[src/rtl/tlb_pkg.sv]
package tlb_pkg;

    localparam int ADDR_W = 32;
    localparam int ATTR_W = 4;

    typedef enum logic [1:0] {
        PG_1M  = 2'b00,
        PG_64K = 2'b01,
        PG_4K  = 2'b10,
        PG_16M = 2'b11
    } pgsz_e;

    typedef enum logic [2:0] {
        OP_NOP       = 3'd0,
        OP_SET_LOCK  = 3'd1,
        OP_LOAD      = 3'd2,
        OP_READ      = 3'd3,
        OP_FLUSH_ONE = 3'd4,
        OP_FLUSH_ALL = 3'd5
    } ctl_op_e;

    typedef struct packed {
        logic [ADDR_W-1:0] tag;
        pgsz_e             size;
        logic              valid;
        logic              prsvd;
        logic [ADDR_W-1:0] pbase;
        logic [ATTR_W-1:0] attr;
    } tlb_entry_t;

    // In-page offset mask for a given size code
    function automatic logic [ADDR_W-1:0] offset_mask(input pgsz_e s);
        logic [ADDR_W-1:0] m;
        unique case (s)
            PG_1M:   m = ADDR_W'(32'h000F_FFFF);
            PG_64K:  m = ADDR_W'(32'h0000_FFFF);
            PG_4K:   m = ADDR_W'(32'h0000_0FFF);
            PG_16M:  m = ADDR_W'(32'h00FF_FFFF);
            default: m = '0;
        endcase
        return m;
    endfunction

endpackage

[src/rtl/tlb_entry_array.sv]
module tlb_entry_array
    import tlb_pkg::*;
#(
    parameter int NUM_ENTRIES = 8,
    parameter int IDX_W       = 4
) (
    input  logic       clk,
    input  logic       rst_n,
    input  logic       wr_en,
    input  logic [IDX_W-1:0] wr_idx,
    input  tlb_entry_t wr_entry,
    input  logic       clr_one,
    input  logic [IDX_W-1:0] clr_idx,
    input  logic       clr_all,
    input  logic [IDX_W-1:0] rd_idx,
    output tlb_entry_t peek,
    output tlb_entry_t slots [NUM_ENTRIES]
);
    localparam int SLOT_W = (NUM_ENTRIES > 1) ? $clog2(NUM_ENTRIES) : 1;

    tlb_entry_t ent_q [NUM_ENTRIES];
    logic [NUM_ENTRIES-1:0] valid_vec;

    always_ff @(posedge clk or negedge rst_n) begin
        if (!rst_n) begin
            for (int i = 0; i < NUM_ENTRIES; i++) ent_q[i] <= '0;
        end else begin
            for (int i = 0; i < NUM_ENTRIES; i++) begin
                if (clr_all)
                    ent_q[i].valid <= 1'b0;
                else if (wr_en && wr_idx == IDX_W'(i))
                    ent_q[i] <= wr_entry;
                else if (clr_one && clr_idx == IDX_W'(i))
                    ent_q[i].valid <= 1'b0;
            end
        end
    end

    generate
        for (genvar g = 0; g < NUM_ENTRIES; g++) begin : g_slot
            assign slots[g]     = ent_q[g];
            assign valid_vec[g] = ent_q[g].valid;
        end
    endgenerate

    always_comb begin
        if (rd_idx < IDX_W'(NUM_ENTRIES))
            peek = ent_q[rd_idx[SLOT_W-1:0]];
        else
            peek = '0;
    end

    // a global flush leaves no valid slot behind
    p_clear_all_r9: assert property (@(posedge clk) disable iff (!rst_n)
        clr_all |=> (valid_vec == '0));

    // a written slot is valid afterwards
    p_write_valid_r2: assert property (@(posedge clk) disable iff (!rst_n)
        (wr_en && !clr_all && wr_idx < IDX_W'(NUM_ENTRIES)) |=> $countones(valid_vec) >= 1);

endmodule

[src/rtl/tlb_match.sv]
module tlb_match
    import tlb_pkg::*;
#(
    parameter int NUM_ENTRIES = 8
) (
    input  tlb_entry_t        slots [NUM_ENTRIES],
    input  logic [ADDR_W-1:0] va,
    output logic              hit,
    output logic [ADDR_W-1:0] pa,
    output logic [ATTR_W-1:0] attr
);
    logic [NUM_ENTRIES-1:0] hit_vec;
    tlb_entry_t             sel;
    logic [ADDR_W-1:0]      sel_mask;

    generate
        for (genvar g = 0; g < NUM_ENTRIES; g++) begin : g_cmp
            logic [ADDR_W-1:0] m;
            assign m          = offset_mask(slots[g].size);
            assign hit_vec[g] = slots[g].valid && (((va ^ slots[g].tag) & ~m) == '0);
        end
    endgenerate

    // Lowest index wins: scan from the top so the lowest overwrites last
    always_comb begin
        hit = 1'b0;
        sel = '0;
        for (int i = NUM_ENTRIES - 1; i >= 0; i--) begin
            if (hit_vec[i]) begin
                hit = 1'b1;
                sel = slots[i];
            end
        end
        sel_mask = offset_mask(sel.size);
        pa       = hit ? ((sel.pbase & ~sel_mask) | (va & sel_mask)) : '0;
        attr     = hit ? sel.attr : '0;
    end

endmodule

[src/rtl/tlb_lock_ctrl.sv]
module tlb_lock_ctrl
    import tlb_pkg::*;
#(
    parameter int NUM_ENTRIES = 8,
    parameter int IDX_W       = 4
) (
    input  logic             clk,
    input  logic             rst_n,
    input  logic [2:0]       op,
    input  logic [IDX_W-1:0] floor_wr,
    input  logic [IDX_W-1:0] vict_wr,
    input  tlb_entry_t       ld_entry,
    input  tlb_entry_t       peek,
    output logic [IDX_W-1:0] floor_q,
    output logic [IDX_W-1:0] vict_q,
    output logic             ready,
    output logic             busy,
    output logic             rd_valid,
    output tlb_entry_t       rd_entry,
    output logic             wr_en,
    output logic [IDX_W-1:0] wr_idx,
    output tlb_entry_t       wr_entry,
    output logic             clr_one,
    output logic             clr_all,
    output logic [IDX_W-1:0] rd_idx
);
    typedef enum logic [1:0] {
        ST_IDLE   = 2'd0,
        ST_COMMIT = 2'd1,
        ST_SHOW   = 2'd2,
        ST_REFUSE = 2'd3
    } state_e;

    localparam logic [IDX_W-1:0] LIMIT = IDX_W'(NUM_ENTRIES);

    state_e           state_q, state_d;
    ctl_op_e          op_e;
    tlb_entry_t       hold_q;
    logic             full;
    logic [IDX_W-1:0] widx, floor_nx, vict_inc, vict_nx;
    logic             idle;

    assign op_e = ctl_op_e'(op);
    assign full = (floor_q == LIMIT);
    assign idle = (state_q == ST_IDLE);

    // Placement and pointer advance for the held load
    assign widx     = hold_q.prsvd ? floor_q : vict_q;
    assign floor_nx = hold_q.prsvd ? floor_q + IDX_W'(1) : floor_q;
    assign vict_inc = widx + IDX_W'(1);
    assign vict_nx  = (vict_inc >= LIMIT) ? floor_nx : vict_inc;

    // State register
    always_ff @(posedge clk or negedge rst_n) begin
        if (!rst_n) state_q <= ST_IDLE;
        else        state_q <= state_d;
    end

    // Next state
    always_comb begin
        state_d = state_q;
        unique case (state_q)
            ST_IDLE: begin
                case (op_e)
                    OP_LOAD: state_d = full ? ST_REFUSE : ST_COMMIT;
                    OP_READ: state_d = ST_SHOW;
                    default: state_d = ST_IDLE;
                endcase
            end
            ST_COMMIT: state_d = ST_IDLE;
            ST_SHOW:   state_d = ST_IDLE;
            ST_REFUSE: state_d = ST_IDLE;
            default:   state_d = ST_IDLE;
        endcase
    end

    // Lock fields, load holding register, read capture
    always_ff @(posedge clk or negedge rst_n) begin
        if (!rst_n) begin
            floor_q  <= '0;
            vict_q   <= '0;
            hold_q   <= '0;
            rd_entry <= '0;
        end else if (idle) begin
            case (op_e)
                OP_SET_LOCK: begin
                    floor_q <= floor_wr;
                    vict_q  <= vict_wr;
                end
                OP_LOAD: if (!full) hold_q <= ld_entry;
                OP_READ: rd_entry <= peek;
                OP_FLUSH_ALL: begin
                    floor_q <= '0;
                    vict_q  <= '0;
                end
                default: ;
            endcase
        end else if (state_q == ST_COMMIT) begin
            floor_q <= floor_nx;
            vict_q  <= vict_nx;
        end
    end

    // Outputs
    always_comb begin
        ready          = idle;
        busy           = (state_q == ST_REFUSE);
        rd_valid       = (state_q == ST_SHOW);
        wr_en          = (state_q == ST_COMMIT);
        wr_idx         = widx;
        wr_entry       = hold_q;
        wr_entry.valid = 1'b1;
        clr_one        = idle && (op_e == OP_FLUSH_ONE);
        clr_all        = idle && (op_e == OP_FLUSH_ALL);
        rd_idx         = vict_q;
    end

    p_set_lock_r6: assert property (@(posedge clk) disable iff (!rst_n)
        (idle && op_e == OP_SET_LOCK) |=> (floor_q == $past(floor_wr) && vict_q == $past(vict_wr)));

    p_flush_all_ptr_r9: assert property (@(posedge clk) disable iff (!rst_n)
        (idle && op_e == OP_FLUSH_ALL) |=> (floor_q == '0 && vict_q == '0));

    p_refuse_r5: assert property (@(posedge clk) disable iff (!rst_n)
        (idle && op_e == OP_LOAD && full) |=> (busy && $stable(floor_q) && $stable(vict_q)));

    p_floor_rise_r4: assert property (@(posedge clk) disable iff (!rst_n)
        (state_q == ST_COMMIT && hold_q.prsvd) |=> (floor_q == $past(floor_q) + IDX_W'(1)));

    p_wrap_r3: assert property (@(posedge clk) disable iff (!rst_n)
        (state_q == ST_COMMIT && !hold_q.prsvd && vict_q == LIMIT - IDX_W'(1))
        |=> (vict_q == $past(floor_q)));

    p_flush_one_keep_r8: assert property (@(posedge clk) disable iff (!rst_n)
        (idle && op_e == OP_FLUSH_ONE) |=> ($stable(floor_q) && $stable(vict_q)));

endmodule

[src/rtl/lockable_tlb.sv]
module lockable_tlb
    import tlb_pkg::*;
#(
    parameter  int NUM_ENTRIES = 8,
    localparam int IDX_W       = $clog2(NUM_ENTRIES + 1)
) (
    input  logic               clk,
    input  logic               rst_n,
    input  logic [2:0]         ctl_op,
    input  logic [IDX_W-1:0]   ctl_floor_wr,
    input  logic [IDX_W-1:0]   ctl_vict_wr,
    input  logic [ADDR_W-1:0]  ld_tag,
    input  logic [1:0]         ld_size,
    input  logic               ld_prsvd,
    input  logic [ADDR_W-1:0]  ld_pbase,
    input  logic [ATTR_W-1:0]  ld_attr,
    output logic               ctl_ready,
    output logic               ctl_busy,
    output logic [IDX_W-1:0]   lock_floor,
    output logic [IDX_W-1:0]   lock_vict,
    output logic               rd_valid,
    output logic [ADDR_W-1:0]  rd_tag,
    output logic [1:0]         rd_size,
    output logic               rd_entry_valid,
    output logic               rd_prsvd,
    output logic [ADDR_W-1:0]  rd_pbase,
    output logic [ATTR_W-1:0]  rd_attr,
    input  logic [ADDR_W-1:0]  lk_va,
    output logic               lk_hit,
    output logic [ADDR_W-1:0]  lk_pa,
    output logic [ATTR_W-1:0]  lk_attr
);
    tlb_entry_t       ld_entry, peek, rd_entry, wr_entry;
    tlb_entry_t       slots [NUM_ENTRIES];
    logic             wr_en, clr_one, clr_all;
    logic [IDX_W-1:0] wr_idx, rd_idx;

    always_comb begin
        ld_entry       = '0;
        ld_entry.tag   = ld_tag;
        ld_entry.size  = pgsz_e'(ld_size);
        ld_entry.prsvd = ld_prsvd;
        ld_entry.pbase = ld_pbase;
        ld_entry.attr  = ld_attr;
    end

    tlb_lock_ctrl #(.NUM_ENTRIES(NUM_ENTRIES), .IDX_W(IDX_W)) u_ctrl (
        .clk      (clk),
        .rst_n    (rst_n),
        .op       (ctl_op),
        .floor_wr (ctl_floor_wr),
        .vict_wr  (ctl_vict_wr),
        .ld_entry (ld_entry),
        .peek     (peek),
        .floor_q  (lock_floor),
        .vict_q   (lock_vict),
        .ready    (ctl_ready),
        .busy     (ctl_busy),
        .rd_valid (rd_valid),
        .rd_entry (rd_entry),
        .wr_en    (wr_en),
        .wr_idx   (wr_idx),
        .wr_entry (wr_entry),
        .clr_one  (clr_one),
        .clr_all  (clr_all),
        .rd_idx   (rd_idx)
    );

    tlb_entry_array #(.NUM_ENTRIES(NUM_ENTRIES), .IDX_W(IDX_W)) u_array (
        .clk      (clk),
        .rst_n    (rst_n),
        .wr_en    (wr_en),
        .wr_idx   (wr_idx),
        .wr_entry (wr_entry),
        .clr_one  (clr_one),
        .clr_idx  (rd_idx),
        .clr_all  (clr_all),
        .rd_idx   (rd_idx),
        .peek     (peek),
        .slots    (slots)
    );

    tlb_match #(.NUM_ENTRIES(NUM_ENTRIES)) u_match (
        .slots (slots),
        .va    (lk_va),
        .hit   (lk_hit),
        .pa    (lk_pa),
        .attr  (lk_attr)
    );

    assign rd_tag         = rd_entry.tag;
    assign rd_size        = rd_entry.size;
    assign rd_entry_valid = rd_entry.valid;
    assign rd_prsvd       = rd_entry.prsvd;
    assign rd_pbase       = rd_entry.pbase;
    assign rd_attr        = rd_entry.attr;

endmodule

[config.mk]
export PLATFORM = sky130hd
export DESIGN_NAME = lockable_tlb
export DESIGN_NICKNAME = d
export VERILOG_FILES = /design/src/rtl/tlb_pkg.sv /design/src/rtl/tlb_entry_array.sv /design/src/rtl/tlb_match.sv /design/src/rtl/tlb_lock_ctrl.sv /design/src/rtl/lockable_tlb.sv
export SDC_FILE = /design/constraint.sdc
export NUM_CORES = 1
export LEC_CHECK = 0
export BUFFER_PORTS_ARGS = -buffer_cell sky130_fd_sc_hd__buf_4
export CAP_MARGIN = 10
export CORE_ASPECT_RATIO = 1.4
export CORE_UTILIZATION = 50
export DETAILED_ROUTE_END_ITERATION = 10
export MAX_ROUTING_LAYER = met4
export PLACE_DENSITY = 0.79
export SLEW_MARGIN = 10
export SYNTH_ARGS = -nofsm -noshare
export SYNTH_HDL_FRONTEND = slang
export SYNTH_SLANG_ARGS = --single-unit
[constraint.sdc]
create_clock -name clk -period 3.6 [get_ports clk]
set_input_delay 0 -clock clk [delete_from_list [all_inputs] [get_ports clk]]
set_output_delay 0 -clock clk [all_outputs]
set_load 0.02 [all_outputs]
-- Word-level counts from Yosys, hierarchy flattened
Index checks and enable logic that the tools add are counted.
- muxes and demuxes: 67
- add/sub/neg operators: 2
- bitwise gates (word level): 31
- magnitude comparators: 3
- equality and inequality tests: 51
- reductions and logical operators: 67
- operators by type and width (operator ; count):
    $pmux 32 s4 ; 9
    $and 32x32->32 ; 10
    $mux 40 ; 8
    $not 32->32 ; 9
    $logic_not 32->1 ; 8
    $xor 32x32->32 ; 8
    $bmux 72 s3 ; 1
    $mux 72 ; 3
    $eq 2x2->1 const B ; 20
    $eq 4x3->1 const B ; 8
    $mux 1 ; 32
    $mux 32 ; 1
    $mux 4 ; 8
    $or 32x32->32 ; 1
    $logic_and 1x1->1 ; 26
    $reduce_bool 3->1 ; 8
    $eq 2x1->1 const B ; 10
    $logic_not 2->1 ; 10
    $reduce_and 2->1 ; 10
    $eq 4x2->1 const B ; 4
    $pmux 4 s2 ; 2
    $add 4x1->4 const B ; 2
    $eq 4x1->1 const B ; 2
    $ge 4x4->1 const B ; 2
    14 further kinds ; 19
- register bits after elaboration: 729
- output and inout port bits: 120

-- Depth between registers and ports, before layout
Gate-level depths: netlist of run 1.
- depth in word-level cells: 20
- mapped depth: 17
- mapped depth without buffers: 15

-- By module
From an unflattened synthesis of run 1, not the netlist that was laid out.
- cells, all modules: 2615
- area total of the unflattened synthesis: 37692.4 um2
- by module, submodules not included (module ; times used ; sequential area each (um2) ; cells an instance ; area each (um2)):
    tlb_entry_array ; 1 ; 14413.8 ; 1521 ; 25767.2
    tlb_lock_ctrl ; 1 ; 3828.7 ; 395 ; 6767.7
    tlb_match ; 1 ; 0.0 ; 698 ; 5153.7
    lockable_tlb ; 1 ; 0.0 ; 1 ; 3.8

-- Worst setup path after synthesis of run 1
Ideal clock, no wire load.
- path kind: reg2out
- start point: register u_array.ent_q (netlist bit u_array.slots[127])
- end point: output lk_pa[12]
- data arrival time: 3.326 ns
- slack: 0.274 ns
- cell stages (with the launch flop): 13
- path through: dfrtp_1 -> xor2_1 -> o41ai_1 -> and4b_1 -> buf_4 -> o21ai_1 -> o21a_1 -> or3_1 -> a21oi_1 -> ha_1 -> clkbuf_1 -> o22ai_1 -> o32ai_1
- cells in the longest elaborated chain, start to end: 17
- ends and longest elaborated chain (element ; RTL line ; text):
    start: declaration ; tlb_entry_array.sv:21 ; tlb_entry_t ent_q [NUM_ENTRIES];
    start signal: indexed assignment ; tlb_entry_array.sv:32 ; ent_q[i] <= wr_entry;
    $xor 32x32->32 * ; tlb_match.sv:20 ; assign hit_vec[g] = slots[g].valid && (((va ^ slots[g].tag) & ~m) == '0);
    $and 32x32->32 * ; tlb_match.sv:20 ;
    $logic_not 32->1 * ; tlb_match.sv:20 ;
    $logic_and 1x1->1 * ; tlb_match.sv:20 ;
    $mux 40 (7 in series) ; tlb_match.sv:29 ; if (hit_vec[i]) begin
    $eq 2x2->1 (tied with other cells) ; tlb_pkg.sv:34 ; unique case (s)
    $pmux 32 s4 ; tlb_pkg.sv:34 ;
    $not 32->32 ; tlb_match.sv:35 ; pa = hit ? ((sel.pbase & ~sel_mask) | (va & sel_mask)) : '0;
    $and 32x32->32 ; tlb_match.sv:35 ;
    $or 32x32->32 ; tlb_match.sv:35 ;
    $mux 32 * ; tlb_match.sv:35 ;
    end: declaration ; lockable_tlb.sv:30 ; output logic [ADDR_W-1:0] lk_pa,
Every way passes the cells marked *; elsewhere a longest branch is shown, timed or not. The select of a mux whose other input is x is not followed.

-- Final worst setup path of run 1
- start point: register u_array.ent_q (netlist bit u_array.slots[556])
- end point: output lk_pa[19]
- cells in the longest elaborated chain, start to end: 11
- ends and longest elaborated chain (element ; RTL line):
    $xor 32x32->32 * ; tlb_match.sv:20
    $and 32x32->32 * ; tlb_match.sv:20
    $logic_not 32->1 * ; tlb_match.sv:20
    $logic_and 1x1->1 * ; tlb_match.sv:20
    $mux 40 ; tlb_match.sv:29
    $eq 2x2->1 (tied with other cells) ; tlb_pkg.sv:34
    $pmux 32 s4 ; tlb_pkg.sv:34
    $not 32->32 ; tlb_match.sv:35
    $and 32x32->32 ; tlb_match.sv:35
    $or 32x32->32 ; tlb_match.sv:35
    $mux 32 * ; tlb_match.sv:35
Marked as above.

==> results of run 1 <==
[state kept, by name, summed over array words and instances, names as in the netlist]
signal	count
u_ctrl.wr_entry	71
u_ctrl.rd_idx	4
u_ctrl.state_q	2
u_ctrl.rd_entry	72
u_ctrl.floor_q	4
u_array.slots	576
[kinds of logic (layout without fill, tap and decap cells)]
family | after synthesis | count (layout) | synth area share
DFF | 729 | 729 | 0.5110
buffers and inverters | 213 | 595 | 0.02625
AOI/OAI and AO/OA | 288 | 288 | 0.05485
adders and majority gates | 24 | 24 | 0.008411
other | 0 | 3 | 0
and+or+nand+nor | 328 | 328 | 0.04370
muxes | 866 | 866 | 0.3156
xor gates and xnor gates | 164 | 164 | 0.04023
[worst min-delay path: cells and delay by family]
family,cells,cell delay (ns)
buffers and inverters,2,0.29
and+or+nand+nor,1,0.09
AOI/OAI and AO/OA,3,0.28
[metrics by stage]
stage	area [um2]	setup WS [ns]	hold WS, ns	utilization
final	42920	-0.2955	0.07420	0.6088
after global placement	38890	0.07318	0.1497	0.5516
after CTS	42700	-0.2349	0.02525	0.6057
after global routing	42920	-0.4151	0.08976	0.6088
after floorplan	35700	0.2741	-0.2956	-
after detailed placement	38890	0.002787	0.1778	0.5516
[final cells by class]
cell class | count | share of cell area
sequential | 729 | 0.4252
multi-input combinational | 1670 | 0.3945
timing repair buffer | 434 | 0.09019
clock buffer | 111 | 0.05259
tap | 936 | 0.02728
clock inverter | 22 | 0.007229
inverter | 28 | 0.002798
antenna | 3 | 0.0001749
[what timing repair did]
item / 4_1_cts / 5_1_grt
buffers inserted: 10 / 10
setup endpoints to repair: 37 / 34
gates cloned: 0 / 1
endpoints found under the hold margin: 191 / 0
pin swaps: 31 / 18
hold buffers: 90 / 0
resized for setup: 58 / 20
[Yosys cell counts, drive strengths merged, types with 10 or more instances]
| library cell | instances | area, um2 |
|---|---|---|
| dfrtp | 729 | 18240 |
| mux2 | 636 | 7162 |
| nand2 | 171 | 641.9 |
| mux4 | 144 | 3243 |
| clkbuf | 126 | 474.2 |
| o21ai | 102 | 510.5 |
| xnor2 | 102 | 893.4 |
| mux2i | 86 | 860.8 |
| xor2 | 62 | 543.0 |
| buf | 59 | 357.8 |
| a21oi | 49 | 245.2 |
| nor2 | 31 | 131.4 |
| inv | 28 | 105.1 |
| nand3 | 26 | 130.1 |
| ha | 24 | 300.3 |
| nand4 | 17 | 106.4 |
| nor3 | 17 | 105.1 |
| o22ai | 17 | 106.4 |
| and2 | 16 | 100.1 |
| a22oi | 14 | 105.1 |
| a221o | 13 | 130.1 |
| nor2b | 13 | 81.33 |
| a41oi | 11 | 96.34 |
| a221oi | 10 | 100.1 |
| a22o | 10 | 87.58 |
| nor4 | 10 | 75.07 |
| o32ai | 10 | 110.1 |
[per-layer routing]
layer	global-route usage	wire, um	vias up
met4	0.1335	4165	0
met2	0.4871	52260	1003
met5	-	0	-
met1	0.3584	40560	12790
li1	-	-	10250
met3	0.04110	5996	242
[final timing paths]
kind,from,to,cells past startpoint
min in group asynchronous,rst_n,u_ctrl.wr_entry[4],2
worst min register to register,u_ctrl.rd_entry[42],u_ctrl.rd_entry[42],2
max in group asynchronous,rst_n,u_ctrl.rd_entry[1],3
worst min-delay path,ctl_op[1],u_ctrl.floor_q[2],6
worst max register to register,u_ctrl.wr_entry[36],u_ctrl.rd_idx[2],10
worst max-delay path,u_array.slots[556],lk_pa[19],15
[where the power goes]
| group | internal [uW] | total (uW) | switching [uW] | leakage [uW] |
|---|---|---|---|---|
| Combinational | 4190 | 7410 | 3220 | 0.00878 |
| Sequential | 10700 | 13100 | 2480 | 0.00982 |
| Clock | 4850 | 8120 | 3280 | 0.00127 |
==> metrics.txt, run 1 <==
status=finished, violations left; violated checks=setup timing; Port-buffer cells=around 240; Die Area=72,490 um2; area of the core=70,510 um2; fmax=0.2567 GHz; Crit Path Class=flip-flop to output pin; Root Buffer=clkbuf_16; Iter 0 DRT Violations=between 1,500 and 2,000; vias in the first global route=about 26,000; largest net degree at the start of global routing=between 100 and 150; WP data arrival=3.90 ns; Clock Pin Slew Worst Setup and Hold Paths=0.07 ns; CP max stage cell=dfrtp_1; Post-Place Cells=3,688; DRT Pass-1 Iters=6; Crit Path Max Fanout=8; family with the most delay on the worst path=simple AND/OR/NAND/NOR gates; Final Hold Vio Count=0; Synth Cell Area=35,700 um2; hpwl dp=65,140 um; Pwr Density=667.9 nW/um2; number of synthesized flops with an enable pin=0; I/O Pins=roughly 240; Die H=318.2 um; CP cell instances=xor2_1, o41ai_2, buf_4, o21ai_1, nor4_4, or2_4, a221o_1, a21oi_1, or2_1, ha_4, inv_8, and3_4, a21oi_2, o32ai_2, buf_4; wire length per cell=26.18 um; CTS Buffer Depth=3; Final Max Tran Viols=0; Syn Inst Count=2,612; final setup skew=0.01830 ns; gr ovfl total=0; type of the worst min-delay path=input port to flip-flop; setup violators final=12; internal reg-to-reg setup slack=0.53 ns; Vias/cell=between 6 and 7; Worst-Skew Late Latency=0.63 ns; fill count=5,367; initial antenna violation count=3; worst-margin pin slew=1.020 ns; fin cells=between 3,000 and 4,000; commonest non-fill, non-tap cell in the layout=dfrtp_1; unrepaired setup endpoints after global routing=true; Seq/Total Area, Yosys=0.5110; Core Rows=115; sequential standard cell area=18,250 um2; Pleak=0.01987 uW; nets@finish=3,078; asr flop ratio synth=1.000; most frequent cells in the layout=dfrtp_1, mux2_2, buf_4; Die W=227.8 um; max_slew headroom=0.3198; Setup crit end kind=output pin; Num CTS Buffers=75; Crit path top cell by count=buf_4; CP required=3.60 ns; GPL Wtd Cong=0.9384; initial core utilization=0.5064; ys flop type=dfrtp_1; Yosys cell types=67; Multi-input gate area=16,930 um2; H-tree lvl count=3; Sink Count=729; min Tclk post-route=between 3 and 4 ns; antenna viol nets, final=0; flop and latch count out of synthesis=between 700 and 800; total power=28,670 uW; Tot GR Track Use=0.2943; Setup crit start kind=flip-flop; VDD IR max=slightly above 0.0004 V; vias=24,290; CP bufs+invs=3; syn avg cell area=13.67 um2; ratio of cells with drive above 1 in the final layout=0.4429; CP max stage delay=0.41 ns; YS warnings=0; P&R area growth vs syn=20.23%; Routed WL=103,000 um; DRC Markers=0; syn_nets=between 2,000 and 3,000; final period utilization=1.082; TritonCTS clock tree=built; setup_tns=-2.522 ns; Max Cap Viol=0; first-pass GRT wire length=~160,000 um; fin worst setup slack=-0.2955 ns
Power figures use the tool's default switching activity.
==> run 2, diff against run 1 <==
CTS_BUF_LIST = sky130_fd_sc_hd__clkbuf_8   (was unset)
CTS_CLUSTER_SIZE = 12   (was unset)
SETUP_SLACK_MARGIN = 0.5   (was unset)
==> metrics.txt, run 2 (synthesized netlist as in run 1, its figures left out) <==
status=finished, violations left; violated checks=setup timing; Post-Place Cells=3,685 (-0.081%); WP data arrival=4.08 ns (+0.18 ns); hpwl dp=65,390 um (+0.38%); Final Hold Vio Count=0 (unchanged); most frequent cells in the layout=dfrtp_1, mux2_2, buf_4; fin worst setup slack=-0.4811 ns (-0.1856 ns); Sink Count=729 (unchanged); H-tree lvl count=3 (unchanged); area of the core=70,510 um2 (unchanged); Pwr Density=640.0 nW/um2 (-4.2%); I/O Pins=236 (unchanged); max_slew headroom=0.2689 (-0.05085); setup violators final=17 (+5); initial antenna violation count=3 (unchanged); antenna viol nets, final=0 (unchanged); Multi-input gate area=16,940 um2 (about the same); Crit Path Class=flip-flop to output pin; unrepaired setup endpoints after global routing=true; initial core utilization=0.5064 (unchanged); gr ovfl total=0 (unchanged); Vias/cell=6.123 (-0.84%); Core Rows=115 (unchanged); final instance area=42,790 um2 (-0.30%); Port-buffer cells=235 (unchanged); Placement Cell Area=38,950 um2 (+0.13%); Die Area=72,490 um2 (unchanged); first-pass GRT wire length=161,000 um (+1.8%); vias=24,580 (+1.2%); DRT Pass-1 Iters=5 (-1); VDD IR max=0.0004162 V (+3.0%); sequential standard cell area=18,250 um2 (about the same); DRC Markers=0 (unchanged); fin cells=4,014 (+2.1%); ratio of cells with drive above 1 in the final layout=0.4457 (+0.002788); Iter 0 DRT Violations=1,919 (-2.2%); nets@finish=3,131 (+1.7%); setup_tns=-5.346 ns (-2.824 ns); Worst-Skew Late Latency=0.77 ns (+0.14 ns); Clock Pin Slew Worst Setup and Hold Paths=0.07 ns (about the same); worst-margin pin slew=1.097 ns (+0.07627 ns); vias in the first global route=26,410 (+0.73%); CTS Buffer Depth=3 (unchanged); Pleak=0.01998 uW (+0.57%); Max Cap Viol=0 (unchanged); GPL Wtd Cong=0.9083 (-3.2%); max FFs per register=576 (unchanged); final setup skew=0.05976 ns (+0.04146 ns); TritonCTS clock tree=built; final period utilization=1.134 (+0.05156); Tot GR Track Use=0.2989 (+0.004593); Num CTS Buffers=111 (+48%); fmax=0.2450 GHz (-4.5%); commonest non-fill, non-tap cell in the layout=dfrtp_1; CP required=3.60 ns (about the same); wire length per cell=25.91 um (-1.0%); type of the worst min-delay path=input port to flip-flop; fill count=5,490 (+2.3%); Crit Path Max Fanout=8 (unchanged); Die H=318.2 um (unchanged); P&R area growth vs syn=19.87%; internal reg-to-reg setup slack=0.71 ns (+0.18 ns); Die W=227.8 um (unchanged); min Tclk post-route=4.081 ns (+0.1856 ns); Setup crit end kind=output pin; Root Buffer=clkbuf_8; Setup crit start kind=flip-flop; largest net degree at the start of global routing=152 (+33%); Final Max Tran Viols=0 (unchanged); Routed WL=104,000 um (+1.0%)
==> run 2: power breakdown <==
group | leakage (uW) | internal (uW) | switching [uW] | total (uW)
registers | 0.00982 | 10700 | 2450 | 13100
clock network | 0.00128 | 3560 | 3280 | 6850
logic | 0.00887 | 4230 | 3210 | 7430
==> run 2: path summary, 6_finish.rpt <==
| path | startpoint | endpoint | cells after the start |
|---|---|---|---|
| setup / recovery | u_array.slots[277] | lk_pa[18] | 14 |
| hold / removal | ld_tag[7] | u_ctrl.wr_entry[47] | 3 |
| setup reg to reg | u_ctrl.rd_idx[0] | u_ctrl.rd_idx[2] | 9 |
| hold reg to reg | u_ctrl.rd_entry[26] | u_ctrl.rd_entry[26] | 2 |
| max in group asynchronous | rst_n | u_array.slots[297] | 4 |
| min in group asynchronous | rst_n | u_array.slots[272] | 3 |
==> run 2: critical path, cell delays in order, from the launching register on <==
cell,delay (ns)
dfrtp_1,0.40
xnor2_1,0.31
a41oi_1,0.24
a211oi_1,0.36
and2_1,0.28
a21oi_1,0.07
o21a_1,0.13
or3_4,0.38
a21oi_4,0.16
buf_6,0.12
ha_4,0.21
inv_6,0.08
o22ai_1,0.08
o32ai_2,0.30
buf_4,0.20
==> run 2: stage by stage <==
step / setup WS (ns) / utilization / hold WS, ns / power, uW
floorplan: 0.5097 / - / -0.2956 / 17560
global placement: 0.01585 / 0.5524 / 0.1759 / 19930
detailed placement: -0.05090 / 0.5524 / 0.1811 / 20450
CTS: -0.4417 / 0.6047 / 0.00009193 / 27490
finish: -0.4811 / 0.6070 / 0.03436 / 27390
global route: -0.5401 / 0.6069 / 0.03160 / 28710
==> run 2: cell type report <==
cell class              count  area share
flip-flops and latches    729      0.4265
multi-input cells        1670      0.3957
repair buffers            451     0.09566
clock buffers             137     0.04406
well taps                 936     0.02737
clock inverters            59    0.007631
inverters                  28    0.002807
diodes                      4   0.0002339
==> run 2: layer usage <==
metal | wire, um | GRT usage
met1 | 41710 | 0.3731
met2 | 52910 | 0.4927
met3 | 5681 | 0.03725
met4 | 3711 | 0.1248
met5 | 0 | -
==> run 2: repair_timing <==
item                                    CTS  global route
buffers inserted                         18             4
pin swaps                                26            11
resized for setup                        49            33
hold endpoints to repair                206             0
hold buffers                            105             0
gates cloned                              1             1
endpoints found under the setup margin   37            38
